<file path="src/rtl/pwm_edge_sched.sv">
module pwm_edge_sched #(
  parameter int W = 16
) (
  input  logic         clk,
  input  logic         rst_n,
  input  logic         en,
  input  logic         mode,
  input  logic         init_level,
  input  logic [W-1:0] period,
  input  logic [W-1:0] on_time,
  output logic         pwm_out,
  output logic         match0,
  output logic         match1
);

  logic [W-1:0] timer, cmp0, cmp1;
  logic         armed, phase, out_q;

  wire hold_lo = (on_time == '0);
  wire hold_hi = !hold_lo && (on_time >= period);
  wire hold    = hold_lo || hold_hi;

  wire [W-1:0] off_time = period - on_time;
  wire [W-1:0] step0    = (mode || hold) ? period : (phase ? off_time : on_time);

  assign match0  = armed && (timer == cmp0);
  assign match1  = armed && mode && (timer == cmp1);
  assign pwm_out = out_q;

  logic out_nxt;
  always_comb begin
    out_nxt = out_q;
    if (hold_lo)      out_nxt = 1'b0;
    else if (hold_hi) out_nxt = 1'b1;
    else if (mode) begin
      if (match1)      out_nxt = 1'b0;
      else if (match0) out_nxt = 1'b1;
    end else if (match0) begin
      out_nxt = ~out_q;
    end
  end

  always_ff @(posedge clk) begin
    if (!rst_n) begin
      timer <= '0;
      cmp0  <= '0;
      cmp1  <= '0;
      armed <= 1'b0;
      phase <= 1'b0;
      out_q <= 1'b0;
    end else begin
      timer <= timer + W'(1);
      if (!en) begin
        armed <= 1'b0;
        phase <= 1'b0;
        out_q <= init_level;
      end else if (!armed) begin
        armed <= 1'b1;
        phase <= 1'b0;
        cmp0  <= timer + W'(1);
        cmp1  <= timer + W'(1) + on_time;
        out_q <= hold_lo ? 1'b0 : (hold_hi ? 1'b1 : init_level);
      end else begin
        if (match0) cmp0 <= cmp0 + step0;
        if (match1) cmp1 <= cmp1 + period;
        if ((!mode && match0) || (mode && match1)) phase <= ~phase;
        out_q <= out_nxt;
      end
    end
  end

endmodule

</file>
<file path="config.mk">
export PLATFORM = sky130hd
export DESIGN_NAME = pwm_edge_sched
export DESIGN_NICKNAME = d
export VERILOG_FILES = /design/src/rtl/pwm_edge_sched.sv
export SDC_FILE = /design/constraint.sdc
export NUM_CORES = 1
export LEC_CHECK = 0
export BUFFER_PORTS_ARGS = -buffer_cell sky130_fd_sc_hd__buf_2
export CAP_MARGIN = 20
export CORE_MARGIN = 5
export CORE_UTILIZATION = 35
export CTS_BUF_LIST = sky130_fd_sc_hd__clkbuf_4 sky130_fd_sc_hd__clkbuf_8 sky130_fd_sc_hd__clkbuf_16
export DETAILED_ROUTE_END_ITERATION = 8
export GPL_ROUTABILITY_DRIVEN = 0
export SLEW_MARGIN = 20
export SYNTH_ARGS = -nofsm -noshare
export SYNTH_HDL_FRONTEND = slang
export SYNTH_SLANG_ARGS = --single-unit
</file>
<file path="constraint.sdc">
create_clock -name clk -period 7.8 [get_ports clk]
set_input_delay 1.56 -clock clk [delete_from_list [all_inputs] [get_ports clk]]
set_output_delay 1.56 -clock clk [all_outputs]
set_load 0.1 [all_outputs]
</file>
Word level (Yosys, flattened, before mapping)
Index checks and enable logic that the tools add are counted.
{ "word_totals": {"in_bits": 37, "latchBits": 0, "rom_bits": 0, "memories": 0, "output_inout_bits": 3, "mem_bits_rw": 0, "ff_bits": 51} }
{ "op_classes": {"bitwise_logic": 2, "mul": 0, "n_eq_ne": 6, "n_div": 0, "reduce_logical": 16, "n_shift": 0, "n_addsub": 5, "mux": 17, "magnitude_cmp": 1} }
{ "ops": {"columns": ["cell", "n"], "rows": [
  ["2-to-1 mux 16 bit", 6],
  ["adder 16 bit", 3],
  ["== test 16 bit", 2],
  ["adder 16 x 1 -> 16 bit (second input constant)", 1],
  ["greater-or-equal comparator 16 bit", 1],
  ["zero test 16 bit", 1],
  ["subtractor 16 bit", 1],
  ["!= test 6 x 4 -> 1 bit (second input constant)", 2],
  ["2-to-1 mux 1 bit", 11],
  ["logical AND 1 bit", 6],
  ["AND reduction 2 bit", 3],
  ["!= test 2 bit (second input constant)", 2],
  ["logical OR 1 bit", 3],
  ["AND reduction 3 bit", 1],
  ["zero test 1 bit", 2],
  ["inverter 1 bit", 2]
]} }

Logic depth before layout (Yosys ltp)
Gate-level depths: netlist of the first run.
{ "logic_depth": {"ltp_word": 9, "mapped_depth": 23, "ltp_nobuf": 23} }

Worst setup path after synthesis of the first run
No wires, ideal clock.
{ "synth_timing": {"kind": "input to register", "startpoint": "input port period[0]", "endpoint": "register cmp0[14]", "path_buffers": 2, "t_required_ns": 7.726, "slack_ns": 1.781, "arrival_ns": 5.945, "stages": 23, "path_cell_list": "inv_1 -> ha_1 -> inv_1 -> fa_1 -> a21o_1 -> a21oi_2 -> o221a_1 -> o221a_1 -> or4_4 -> clkbuf_1 -> clkbuf_1 -> a21oi_1 -> ha_1 -> fa_1 -> a21o_1 -> a21oi_1 -> o21bai_1 -> a21o_1 -> and4_1 -> nor4_1 -> o2111ai_1 -> o31a_1 -> a31oi_1"} }
{ "synth_between": {"elab_chain_len": 8, "elab_cells_between_ends": 10, "classes_between": "2 x add/sub; 1 x order compare; 4 x mux; 3 x reduce/logical"} }
{ "synth_lines": {"columns": ["element", "line_no", "text"], "rows": [
  ["start: declaration", "9", "input logic [W-1:0] period,"],
  ["greater-or-equal comparator 16 bit", "20", "wire hold_hi = !hold_lo && (on_time >= period);"],
  ["logical AND 1 bit", "20", null],
  ["logical OR 1 bit", "21", "wire hold = hold_lo || hold_hi;"],
  ["logical OR 1 bit", "24", "wire [W-1:0] step0 = (mode || hold) ? period : (phase ? off_time : on_time);"],
  ["2-to-1 mux 16 bit *", "24", null],
  ["adder 16 bit *", "64", "if (match0) cmp0 <= cmp0 + step0;"],
  ["2-to-1 mux 16 bit *", "64", null],
  ["2-to-1 mux 16 bit *", "57", "end else if (!armed) begin"],
  ["end signal: assignment", "60", "cmp0 <= timer + W'(1);"],
  ["end signal: assignment", "64", null],
  ["end: declaration", "16", "logic [W-1:0] timer, cmp0, cmp1;"]
]} }
Mark *: on every way between the ends. The rest lies on a longest branch, timed or not. The select of a mux whose other input is x is not followed.
A chain may end at the register's enable or synchronous reset.

Worst setup path in the final report of the first run
Ends and elaborated chain as after synthesis.

==> reports/results.ini, run 1 <==
[setup_path]
worstPathMaxFanout = 30
reg2regPathDepth = 14
setup.worst_path.end = cmp0[14]$_SDFFE_PN0P_
rrSetupSlack_ns = 4.17
cp-startpoint = period[0]
arrival_ns = 6.35
reg2reg_to = cmp1[15]$_SDFFE_PN0P_
crit_required_ns = 8.03
start_kind = input pin
r2r_start = timer[0]$_SDFF_PN0_
setup.worst_path.end_class = flip-flop
path_class = in -> reg

[cts]
cts_tree = done
post_cts_buffers = 0
insertion_delay_ns = 0.30
h-tree-depth = 2
cts.clk_slew.worst_paths_ns = 0.07
clock-sinks = 51
numCtsBuffers = 5
clockBufferDepth = 2
ctsRootBufferMaster = clkbuf_16
cts_resized = 0
holdBufCountCts = 0

[placement]
io_buffers = 39
dp_hpwl_mm = 13.0

[logic_synthesis]
synth_cells = 755
synth_cell_type_count = 54
ys_seq_area_share_pct = 17.9
synthTopCellsByArea = dfxtp_1 18%, ha_1 14%, xnor2_1 12%, nor2_1 5.5%, a21oi_1 5.0%
synth_area_mm2 = 0.00570
synth_warnings = 0
yosys.area.top_type = dfxtp_1
ys_ff_latch = 51
postSynthAreaPerCell_um2 = 7.55
synth_flop_cell = dfxtp_1
synth.top_cell.area_share_pct = 17.9
synth_fp_nets = 860
synth_edf_count = 0
synth_common_cells = 83 x nor2_1, 77 x xnor2_1, 64 x ha_1
yosysMostFrequentCell = nor2_1
synthArstFlopShare_pct = 0

[global_routing]
grt_first_pass_wirelength_mm = 25.8
antenna_found_initial = 0
grt_pass1_vias = 4829
grt-ovfl-total = 0
grt_max_degree = 60
globalRouteTotalUtil_pct = 17.6

[floorplan]
die_width_um = 138
initial_utilization_pct = 35.8
rows = 46
pin_count = 40
die-area_mm2 = 0.0189
die_h_um = 138
core_area_mm2 = 0.0159

[pwr]
total_leakage_power_nw = 2.74
power.internal_w = 0.000555
p_comb_share_pct = 40.4
vdd_drop_max_mv = 0.0866
swShare_pct = 37.4
p_per_area_mw_per_mm2 = 142
pwr-share-seq_pct = 33.3
clockPowerShare_pct = 26.3
p_sw_w = 0.000331
total_power_w = 0.000887

[cells_and_area]
nFillCells = 1730
syn_to_final_growth_pct = 9.52
regArea_mm2 = 0.00102
fin_nets = 882
multi_input_area_mm2 = 0.00440
num_antenna_cells = 0
drive_gt1_share_pct = 7.85

[sta]
finalSetupViolCount = 0
max_slew_margin_pct = 39.0
fmax_ghz = 0.163
fin_setup_tns_ns = 0
hold_viol_final = 0
fin_crit_ns = 6.12
timing.final.crit_share_pct = 78.5
worst_pin_slew_ns = 0.892
report.final.slew_viol_count = 0
rsz0062_at_grt = false
fin_skew_ns = 0.00408
whs_ns = 0.532

[drt]
post_drt_via_cell_ratio = 5.35
vias = 5315
first_pass_iters = 5
drc = 0
wirelength_mm = 16.3
wire_per_inst_um = 16.5
detail-route-antenna-nets = 0
drt_iter0_markers = 278

[min_path]
hp-class = reg -> reg

[job]
cap_violations = 0

[outcome]
run_status = completed

-- registers in the layout, indices dropped and copies added (netlist names) --
name and count:
cmp0 16, cmp1 16, timer 16, armed 1
phase 1, pwm_out 1
-- how the worst min path moves through the flow --
stage | cells after the start | slack [ns] | startpoint | to
floorplan | 2 | 0.48 | cmp1[10]$_SDFFE_PN0P_ | cmp1[10]$_SDFFE_PN0P_
global placement | 2 | 0.51 | cmp1[10]$_SDFFE_PN0P_ | cmp1[10]$_SDFFE_PN0P_
detailed placement | 2 | 0.51 | cmp0[14]$_SDFFE_PN0P_ | cmp0[14]$_SDFFE_PN0P_
CTS | 2 | 0.53 | cmp1[10]$_SDFFE_PN0P_ | cmp1[10]$_SDFFE_PN0P_
global route | 2 | 0.56 | cmp1[10]$_SDFFE_PN0P_ | cmp1[10]$_SDFFE_PN0P_
finish | 2 | 0.53 | cmp1[10]$_SDFFE_PN0P_ | cmp1[10]$_SDFFE_PN0P_
-- critical path, stage by stage --
cell	delay, ns
buf_2	0.09
inv_1	0.05
ha_1	0.22
inv_1	0.07
fa_1	0.20
a21o_1	0.14
a21oi_2	0.09
o221a_1	0.29
o221a_1	0.31
or4_4	0.65
nor2_1	0.16
a21oi_1	0.07
ha_1	0.23
fa_1	0.41
a21o_1	0.18
a21oi_1	0.21
o21bai_1	0.15
a21o_1	0.23
and4_1	0.20
nor4_1	0.34
o2111ai_1	0.17
o31a_1	0.15
a31oi_1	0.17
-- power groups by stage --
stage | Clock [W] | Combinational (W) | Sequential, W
6_report | 0.000233 | 0.000358 | 0.000296
4_1_cts | 0.000237 | 0.000355 | 0.000296
3_3_place_gp | 0 | 0.000351 | 0.000302
5_1_grt | 0.000248 | 0.000398 | 0.000298
2_1_floorplan | 0 | 0.000267 | 0.000298
3_5_place_dp | 0 | 0.000353 | 0.000302
-- kinds of logic (layout without fill, tap and decap cells) --
logic type                 Yosys count  after routing  synth area share [%]
buffers and inverters               75             97                  4.96
DFF                                 51             51                  17.9
xor gates and xnor gates            93             93                  14.3
muxes                               28             28                  4.98
AOI/OAI and AO/OA                  209            209                  22.8
and+or+nand+nor                    231            231                  19.6
adders and majority gates           68             68                  15.4
-- placed cells by master, fill, tap and decap left out, types with 5 or more instances in the layout --
cell       count
a211oi_1      18
a21o_1        18
a21oi_1       57
a31oi_1       13
and2_1         9
and3_1        14
buf_2         39
clkbuf_16      5
dfxtp_1       50
ha_1          64
inv_1         45
mux2i_1       25
nand2_1       43
nand2b_1       8
nand3_1       12
nand3b_1       6
nand4_1       13
nor2_1        83
nor2b_1        5
nor3_1        17
nor4_1         9
o211ai_1       7
o21a_1         7
o21ai_0       55
o21bai_1       5
xnor2_1       77
xor2_1        16
-- metal layers --
metal / part of all wire [%] / GRT usage [%]
met5: 0 / 0
met4: 1.1 / 3.44
met3: 3.7 / 2.01
met2: 44 / 27.3
met1: 52 / 26.1
-- per-stage QoR --
step	area (µm²)	utilization, %	std cells	setup slack, ns
2_1_floorplan	5700	-	755	1.78
3_3_place_gp	6080	38.2	985	1.48
3_5_place_dp	6080	38.2	985	1.41
4_1_cts	6230	39.1	992	1.69
5_1_grt	6240	39.2	993	1.42
6_report	6240	39.2	993	1.68
-- cell type report --
type / count / area share (%)
Inverter: 47 / 2.83
Tap cell: 216 / 4.33
Timing Repair Buffer: 43 / 3.73
Multi-Input combinational cell: 629 / 70.4
Clock inverter: 1 / 0.0801
Sequential cell: 51 / 16.4
Clock buffer: 6 / 2.22
No activity file was read; power rests on OpenSTA's default activity.
==> run 2, diff against run 1 <==
ABC_AREA = 1   (was unset)
clock period = 5.8 ns   (was 7.8 ns; I/O delays follow)
==> run 2 against run 1 <==
Compared with the run above:
- sequential power grew 35%
- critical path depth grew 5
- cell count grew 24%
- area after synthesis grew 7.0%
- die area grew 6.5%
- clock skew grew 0.0059 ns
- final area grew 5.6%
- critical endpoint is now cmp0[12]$_SDFFE_PN0P_
- combinational power grew 31%
- flip-flop and latch count is the same
- sequential share of layout area shrank 0.89 points
- via count grew 23%
- highest routed layer unchanged
- clock power grew 48%
==> reports/results.ini, run 2 <==
[cts]
h-tree-depth = 2
numCtsBuffers = 5
post_cts_buffers = 0
cts_tree = done
holdBufCountCts = 0
cts_resized = 0
ctsRootBufferMaster = clkbuf_16
clock-sinks = 51
insertion_delay_ns = 0.30
clockBufferDepth = 2
cts.clk_slew.worst_paths_ns = 0.07

[pwr]
p_per_area_mw_per_mm2 = 185
vdd_drop_max_mv = 0.133
total_leakage_power_nw = 3.30
total_power_w = 0.00122

[sta]
fin_crit_ns = 4.46
hold_viol_final = 0
report.final.slew_viol_count = 0
rsz0062_at_grt = false
finalWorstSetupSlack_ns = 1.34
worst_pin_slew_ns = 0.915
fin_setup_tns_ns = 0
max_slew_margin_pct = 38.9
finalSetupViolCount = 0
fin_skew_ns = 0.00996
timing.final.crit_share_pct = 77.0
fmax_ghz = 0.224

[global_routing]
globalRouteTotalUtil_pct = 20.9
antenna_found_initial = 0
grt_max_degree = 40
grt_first_pass_wirelength_mm = 33.1
grt-ovfl-total = 0
grt_pass1_vias = 5874

[floorplan]
die-area_mm2 = 0.0202
rows = 48
die_h_um = 142
core_area_mm2 = 0.0172
pin_count = 40
initial_utilization_pct = 35.5
die_width_um = 142

[cells_and_area]
reg.largest.list = cmp0 x16, cmp1 x16, timer x16
final_common_cell = nand2_1
fin_area_mm2 = 0.00659
syn_to_final_growth_pct = 8.04
drive_gt1_share_pct = 8.27
fin_nets = 1109
mostFrequentLayoutCells = 217 x nand2_1, 131 x inv_1, 108 x a21oi_1
num_antenna_cells = 0

[setup_path]
reg2reg_to = cmp1[14]$_SDFFE_PN0P_
crit_required_ns = 6.03
cp-startpoint = period[0]
r2r_start = timer[2]$_SDFF_PN0_
rrSetupSlack_ns = 2.31
setup.worst_path.end_class = flip-flop
reg2regPathDepth = 20
path_class = in -> reg
worstPathMaxFanout = 8
setup.worst_path.end = cmp0[12]$_SDFFE_PN0P_
start_kind = input pin
arrival_ns = 4.69

[logic_synthesis]
synth_warnings = 0
synthArstFlopShare_pct = 0
postSynthAreaPerCell_um2 = 6.20
synth_cells = 985
yosysMostFrequentCell = nand2_1
synthTopCellsByArea = dfxtp_1 17%, nand2_1 13%, ha_1 13%, a21oi_1 8.9%, inv_1 8.1%
ys_ff_latch = 51
synth_edf_count = 0
yosys.area.top_type = dfxtp_1
synth_area_mm2 = 0.00610
synth.top_cell.area_share_pct = 16.7
synth_cell_type_count = 52
synth_common_cells = 217 x nand2_1, 132 x inv_1, 108 x a21oi_1
synth_flop_cell = dfxtp_1
synth_fp_nets = 1090
ys_seq_area_share_pct = 16.7

[placement]
dp_hpwl_mm = 17.3
io_buffers = 39
place_ws_ns = 1.06
placed_cell_area_mm2 = 0.00643

[drt]
vias = 6549
first_pass_iters = 6
drt_iter0_markers = 621
post_drt_via_cell_ratio = 5.33
detail-route-antenna-nets = 0
drc = 0
wirelength_mm = 21.1
wire_per_inst_um = 17.2

[min_path]
min_from = timer[0]$_SDFF_PN0_
hp-class = reg -> reg

[job]
cap_violations = 0

[outcome]
run_status = completed

-- run 2: cell count changes after synthesis, sizes merged, moves of 25 or more --
cell	before	now
o21ai	55	98
nand3	12	48
a21oi	59	110
xnor2	77	25
mux2i	25	0
inv	45	137
nand2	43	224
-- run 2: how the worst min path moves through the flow --
stage,endpoint,slack (ns),depth (start not counted)
after floorplan,timer[0]$_SDFF_PN0_,0.44,1
after global placement,timer[0]$_SDFF_PN0_,0.46,1
after detailed placement,timer[0]$_SDFF_PN0_,0.47,1
after CTS,timer[0]$_SDFF_PN0_,0.48,1
after global routing,timer[0]$_SDFF_PN0_,0.52,1
final,timer[0]$_SDFF_PN0_,0.47,1
-- run 2: cell families (layout without fill, tap and decap cells) --
logic type | count (synthesis) | in the layout | share of synthesized area, %
adders and majority gates | 68 | 68 | 14.4
xor gates and xnor gates | 44 | 44 | 6.31
DFF | 51 | 51 | 16.7
and+or+nand+nor | 406 | 406 | 29.1
buffers and inverters | 166 | 185 | 11.2
AOI/OAI and AO/OA | 250 | 250 | 22.3
-- run 2: power breakdown --
group | switching (W) | internal [W] | leakage, nW | total [W]
sequential | 0.0000309 | 0.000370 | 0.418 | 0.000401
clock | 0.000144 | 0.000202 | 0.0759 | 0.000346
combinational | 0.000300 | 0.000169 | 2.81 | 0.000470
total | 0.000476 | 0.000742 | 3.30 | 0.00122
-- run 2: metal layers --
layer,share of wire (%),track usage [%]
met1,49,31.0
met2,43,32.5
met3,6.4,2.82
met4,1.7,3.59
met5,0,0
-- run 2: cell type report --
type / instances / area (µm²)
clock buffers: 5 / 125
clock inverters: 2 / 37.5
fillers: 1923 / 10600
inverters: 137 / 517
multi-input cells: 768 / 4400
flip-flops and latches: 51 / 1020
well taps: 225 / 282
repair buffers: 41 / 210
-- run 2: worst max-delay path: stages --
cell and delay (ns):
buf_2 0.13, inv_1 0.08, ha_1 0.14, inv_1 0.06, fa_1 0.41, nand3_1 0.11
nand3_2 0.10, nand2_1 0.07, nand2_1 0.08, nand2_1 0.07, nand2_1 0.06, nand3_2 0.07
inv_1 0.13, o211ai_1 0.11, o21ai_0 0.12, ha_1 0.22, fa_1 0.41, nand3_1 0.09
nand3_1 0.10, a21oi_1 0.24, nor2_1 0.08, nand2_1 0.08, a22oi_1 0.11, nand2_1 0.09
nand2_1 0.06, xor2_1 0.13, nand2_1 0.07, a21oi_1 0.13
-- run 2: metrics by stage --
stage	utilization [%]	hold WS, ns	std cells
floorplan	-	0.441	985
global placement	37.4	0.457	1222
detailed placement	37.4	0.465	1222
CTS	38.4	0.482	1229
global route	38.4	0.522	1229
finish	38.4	0.475	1229
